--- config.mk ---
export PLATFORM = sky130hd
export DESIGN_NAME = wm_seq_gen
export DESIGN_NICKNAME = d
export VERILOG_FILES = /design/src/rtl/wm_seq_pkg.sv /design/src/rtl/wm_addr_ctr.sv /design/src/rtl/wm_lfsr.sv /design/src/rtl/wm_frame_ctr.sv /design/src/rtl/wm_seq_gen.sv
export SDC_FILE = /design/constraint.sdc
export NUM_CORES = 1
export LEC_CHECK = 0
export ABC_AREA = 1
export BUFFER_PORTS_ARGS = -buffer_cell sky130_fd_sc_hd__clkbuf_2
export CORE_MARGIN = 5
export CORE_UTILIZATION = 56
export CTS_CLUSTER_DIAMETER = 100
export DETAILED_ROUTE_END_ITERATION = 10
export PLACE_DENSITY = 0.81
export SKIP_CTS_REPAIR_TIMING = 1
export SLEW_MARGIN = 10
export SYNTH_ARGS = -nofsm -noshare
export SYNTH_HDL_FRONTEND = slang
export SYNTH_SLANG_ARGS = --single-unit
--- constraint.sdc ---
create_clock -name clk_i -period 2.25 [get_ports clk_i]
set_input_delay 0.45 -clock clk_i [delete_from_list [all_inputs] [get_ports clk_i]]
set_output_delay 0.45 -clock clk_i [all_outputs]
set_load 0.01 [all_outputs]
--- src/rtl/wm_seq_pkg.sv ---
package wm_seq_pkg;
  localparam int unsigned WORD_W  = 64;
  localparam int unsigned ADDR_W  = $clog2(WORD_W);
  localparam int unsigned KEY_W   = 32;
  localparam int unsigned N_ADDR  = 2;
  // key1 field offsets feeding the two address counters
  localparam int unsigned KEY1_A_LSB = 18;
  localparam int unsigned KEY1_B_LSB = 5;

  function automatic logic [KEY_W-1:0] lfsr_adv(input logic [KEY_W-1:0] s);
    logic fb;
    fb = s[31] ^ s[21] ^ s[1] ^ s[0];
    return {s[KEY_W-2:0], fb};
  endfunction
endpackage

--- src/rtl/wm_addr_ctr.sv ---
module wm_addr_ctr #(
  parameter int unsigned W = 6
) (
  input  logic         clk_i,
  input  logic         rst_ni,
  input  logic         load_i,
  input  logic [W-1:0] seed_i,
  input  logic         inc_i,
  output logic [W-1:0] addr_o
);
  always_ff @(posedge clk_i or negedge rst_ni) begin
    if (!rst_ni)     addr_o <= '0;
    else if (load_i) addr_o <= seed_i;
    else if (inc_i)  addr_o <= addr_o + W'(1);
  end

  assert_addr_step_R3: assert property (@(posedge clk_i) disable iff (!rst_ni)
    (inc_i && !load_i) |=> addr_o == $past(addr_o) + W'(1));
  assert_addr_load_R2: assert property (@(posedge clk_i) disable iff (!rst_ni)
    load_i |=> addr_o == $past(seed_i));
endmodule

--- src/rtl/wm_lfsr.sv ---
module wm_lfsr
  import wm_seq_pkg::*;
(
  input  logic             clk_i,
  input  logic             rst_ni,
  input  logic             load_i,
  input  logic [KEY_W-1:0] seed_i,
  input  logic             step_i,
  output logic             bit_o
);
  logic [KEY_W-1:0] st_q;
  logic [KEY_W-1:0] seed_fix;

  assign seed_fix = (seed_i == '0) ? KEY_W'(1) : seed_i;
  assign bit_o    = st_q[KEY_W-1];

  always_ff @(posedge clk_i or negedge rst_ni) begin
    if (!rst_ni)     st_q <= KEY_W'(1);
    else if (load_i) st_q <= seed_fix;
    else if (step_i) st_q <= lfsr_adv(st_q);
  end

  assert_lfsr_nonzero_R5: assert property (@(posedge clk_i) disable iff (!rst_ni)
    st_q != '0);
  assert_lfsr_hold_R6: assert property (@(posedge clk_i) disable iff (!rst_ni)
    (!load_i && !step_i) |=> $stable(st_q));
endmodule

--- src/rtl/wm_frame_ctr.sv ---
module wm_frame_ctr #(
  parameter int unsigned TOTAL = 65536
) (
  input  logic clk_i,
  input  logic rst_ni,
  input  logic clear_i,
  input  logic step_i,
  output logic last_o
);
  localparam int unsigned CW = $clog2(TOTAL + 1);
  logic [CW-1:0] cnt_q;

  assign last_o = (cnt_q == CW'(TOTAL - 1));

  always_ff @(posedge clk_i or negedge rst_ni) begin
    if (!rst_ni)      cnt_q <= '0;
    else if (clear_i) cnt_q <= '0;
    else if (step_i)  cnt_q <= last_o ? '0 : cnt_q + CW'(1);
  end

  assert_cnt_bound_R7: assert property (@(posedge clk_i) disable iff (!rst_ni)
    cnt_q < CW'(TOTAL));
endmodule

--- src/rtl/wm_seq_gen.sv ---
module wm_seq_gen
  import wm_seq_pkg::*;
#(
  parameter int unsigned CR = 1024
) (
  input  logic              clk_i,
  input  logic              rst_ni,
  input  logic              frame_start_i,
  input  logic [WORD_W-1:0] prim_word_i,
  input  logic [KEY_W-1:0]  key1_i,
  input  logic [KEY_W-1:0]  key2_i,
  input  logic              bit_req_i,
  output logic              wm_bit_o,
  output logic              wm_valid_o,
  output logic              frame_done_o
);
  localparam int unsigned FRAME_BITS = WORD_W * CR;

  logic [WORD_W-1:0] word_q;
  logic              active_q;
  logic              step;
  logic              last_bit;
  logic              mask_bit;
  logic              scr_bit;
  logic [ADDR_W-1:0] addr [N_ADDR];
  logic [ADDR_W-1:0] seed [N_ADDR];

  assign seed[0] = key1_i[KEY1_A_LSB +: ADDR_W];
  assign seed[1] = key1_i[KEY1_B_LSB +: ADDR_W];
  assign step    = bit_req_i && active_q && !frame_start_i;

  for (genvar g = 0; g < N_ADDR; g++) begin : g_addr
    wm_addr_ctr #(.W(ADDR_W)) u_ctr (
      .clk_i  (clk_i),
      .rst_ni (rst_ni),
      .load_i (frame_start_i),
      .seed_i (seed[g]),
      .inc_i  (step),
      .addr_o (addr[g])
    );
  end

  wm_lfsr u_lfsr (
    .clk_i  (clk_i),
    .rst_ni (rst_ni),
    .load_i (frame_start_i),
    .seed_i (key2_i),
    .step_i (step),
    .bit_o  (mask_bit)
  );

  wm_frame_ctr #(.TOTAL(FRAME_BITS)) u_fcnt (
    .clk_i   (clk_i),
    .rst_ni  (rst_ni),
    .clear_i (frame_start_i),
    .step_i  (step),
    .last_o  (last_bit)
  );

  assign scr_bit = word_q[addr[0]] ^ word_q[addr[1]];

  always_ff @(posedge clk_i or negedge rst_ni) begin
    if (!rst_ni) begin
      word_q       <= '0;
      active_q     <= 1'b0;
      wm_bit_o     <= 1'b0;
      wm_valid_o   <= 1'b0;
      frame_done_o <= 1'b0;
    end else begin
      wm_valid_o   <= step;
      frame_done_o <= step && last_bit;
      if (step) wm_bit_o <= scr_bit ^ mask_bit;
      if (frame_start_i) begin
        word_q   <= prim_word_i;
        active_q <= 1'b1;
      end else if (step && last_bit) begin
        active_q <= 1'b0;
      end
    end
  end

  assert_valid_from_req_R6: assert property (@(posedge clk_i) disable iff (!rst_ni)
    wm_valid_o |-> $past(bit_req_i) && !$past(frame_start_i));
  assert_done_with_valid_R7: assert property (@(posedge clk_i) disable iff (!rst_ni)
    frame_done_o |-> wm_valid_o);
  assert_idle_after_done_R7: assert property (@(posedge clk_i) disable iff (!rst_ni)
    frame_done_o |=> !wm_valid_o);
  assert_start_no_bit_R9: assert property (@(posedge clk_i) disable iff (!rst_ni)
    frame_start_i |=> !wm_valid_o);
endmodule

==> out/qor.txt <==
CP Class -> reg -> reg
# diodes -> 0
maximum vdd drop -> 0.526 mV
CTS max path bufs -> 2
antenna viol nets, final -> 0
largest net degree at the start of global routing -> 69
setup ws final -> 0.269 ns
first-pass GRT wire length -> 30600 um
latest clock arrival within the worst-skew pair -> 0.42 ns
DRT iter0 DRCs -> 456
delay-heaviest family, CP -> simple AND/OR/NAND/NOR gates
CP Depth -> 14
via count -> 6542
gp weighted congestion -> 0.926
RSZ-0062 raised after global routing -> no
status -> completed
Hold Fails Final Rpt -> 0
cells after synthesis -> 921
most area-hungry cell type in the Yosys netlist -> dfrtp_1
placed insts -> 1174
vias in the first global route -> 6368
Final min period -> 1.98 ns
Slew @ Worst Pin -> 0.599 ns
Boundary Pins -> 135
Final setup viols -> 0
PD cells -> 790 mW/mm^2
dpl cell area -> 0.00774 mm^2
area taken by multi-input logic gates -> 0.00314 mm^2
initial antenna violation count -> 0
syn_nets -> 1056
commonest non-fill, non-tap cell in the layout -> nand2_1
Root Driver -> clkbuf_16
crit share post-route -> 0.880
Synth cell types -> 39
NumNets Final -> 1156
Max Clock Skew -> 0.00721 ns
Buf/Inv on CP -> 1
fin. max-slew vios -> 0
num rows -> 41
Initial Util -> 0.565
HP Class -> in -> async
Num CTS Buffers -> 17
Die Wd -> 122 um
crit path max-delay cell type -> dfrtp_1
sequential cell area fraction in the yosys report -> 0.459
TritonRoute pass-1 iters -> 7
DRC viols -> 0
reg2reg path depth -> 14
Worst slew margin -> 0.601
register area -> 0.00323 mm^2
post-synthesis area per instance -> 7.65 um^2
WP data required -> 2.56 ns
Arr. time, crit path -> 2.29 ns
Min Hold Slack -> 0.00271 ns
fill count -> 1069
number of H-tree levels -> 4
crit-path max FO -> 27
Seq cells post-synth -> 129
Synth area leaders -> dfrtp_1 45%, nand2_1 17%, nand3_1 6.1%
Die Ht -> 122 um
share of cells above drive strength 1 -> 0.181
critical path launch point type -> flop
Cell Area, Synth -> 0.00704 mm^2
TNS Setup -> 0 ns
Area Overhead vs Synth -> 17.9%
Max-Cap Viols -> 0
Worst-path clk slew -> 0.06 ns
Non-Filler Instances -> 1204
Yosys warnings -> 0
core footprint -> 0.0125 mm^2
Crit path largest cell delay -> 0.53 ns
f_max -> 505 MHz
port bufs -> 114
WL/cell -> 15.1 um
via density per instance -> 5.43
leak pwr -> 4.11 nW
Tot GR Track Use -> 0.262
CP dominant cell by count -> nand2_1
CP Capture Type -> flop
Final Cell Area -> 0.00830 mm^2
Placement Setup Slack -> 0.337 ns
Post-Route WL -> 18200 um
HPWL Detailed -> 12500 um
top cell type's share of synthesized area -> 0.455
full die area -> 0.0149 mm^2
CTS tree -> done
Remaining Overflow, GRT -> 0
Clock Sink Count -> 129
most frequent cells in the layout -> 311 x nand2_1, 128 x dfrtp_1, 112 x clkbuf_2
CP cell instances -> inv_4 -> nand2_1 -> nand3_1 -> nand3_1 -> nand2_1 -> nor2_1 -> nand2_1 -> nand3_1 -> nand2_1 -> nand2_1 -> nand2_1 -> nand2_1 -> nand3_1 -> nand2_1
## cell usage after synthesis (all sizes together)
library cell / count
inv: 109
nand4: 9
o21ai: 75
clkbuf: 25
o31ai: 1
xor2: 14
buf: 26
dfrtp: 128
nand3: 87
o211ai: 40
nor4: 5
nor2: 28
clkinv: 1
a21oi: 23
dfstp: 1
nor3: 8
o21a: 2
xnor2: 3
ha: 3
o22ai: 12
a31oi: 3
o221ai: 6
nand2: 312
## cell families (layout without fill, tap and decap cells)
logic type	count (synthesis)	after routing	synth area share
buffers and inverters	161	272	0.0961
and+or+nand+nor	449	449	0.274
AOI/OAI and AO/OA	162	162	0.145
xor gates and xnor gates	17	17	0.0211
adders and majority gates	3	3	0.00533
DFF	129	129	0.459
## per-layer routing
layer	wire [um]	vias to the layer above	part of all wire	global-route usage
met4	517	0	0.028	0.106
met3	1440	56	0.079	0.0636
met1	7520	3035	0.41	0.353
li1	-	3182	-	-
met5	0	-	0	0
met2	8690	269	0.48	0.408
## registers in the layout, summed over array words and instances, names as in the netlist
signal / flops
active_q: 1
frame_done_o: 1
g_addr.u_ctr.addr_o: 12
u_lfsr.st_q: 32
wm_valid_o: 1
wm_bit_o: 1
word_q: 64
u_fcnt.cnt_q: 17
## stage by stage
step / power [mW] / util
CTS: 6.57 / 0.666
floorplan: 3.53 / -
detailed placement: 3.95 / 0.621
global placement: 3.92 / 0.621
global route: 6.88 / 0.666
finish: 6.56 / 0.666
## final timing paths
| check | end | slack (ns) | start |
|---|---|---|---|
| min in group clk_i | word_q[46]$_DFFE_PN0P_ | 0.23 | prim_word_i[46] |
| min reg2reg | frame_done_o$_DFF_PN0_ | 0.48 | u_fcnt.cnt_q[16]$_DFFE_PN0P_ |
| max in group asynchronous | u_lfsr.st_q[0]$_DFFE_PN1P_ | 1.55 | rst_ni |
| max reg2reg | wm_bit_o$_DFFE_PN0N_ | 0.27 | g_addr[0].u_ctr.addr_o[0]$_DFFE_PN0P_ |
| max | wm_bit_o$_DFFE_PN0N_ | 0.27 | g_addr[0].u_ctr.addr_o[0]$_DFFE_PN0P_ |
| min | word_q[17]$_DFFE_PN0P_ | 0.003 | rst_ni |
## area by class of cell
cell class,count,share of cell area
clock buffers,25,0.0609
inverters,110,0.0500
well taps,172,0.0259
flip-flops and latches,129,0.389
repair buffers,132,0.0901
clock inverters,5,0.00633
multi-input cells,631,0.378
## power by group
| part | total (mW) | switching, mW | leakage (nW) | internal, mW |
|---|---|---|---|---|
| logic | 1.25 | 0.790 | 2.24 | 0.458 |
| registers | 2.69 | 0.152 | 1.59 | 2.54 |
| clock network | 2.62 | 0.973 | 0.275 | 1.65 |
Power figures use the tool's default switching activity.
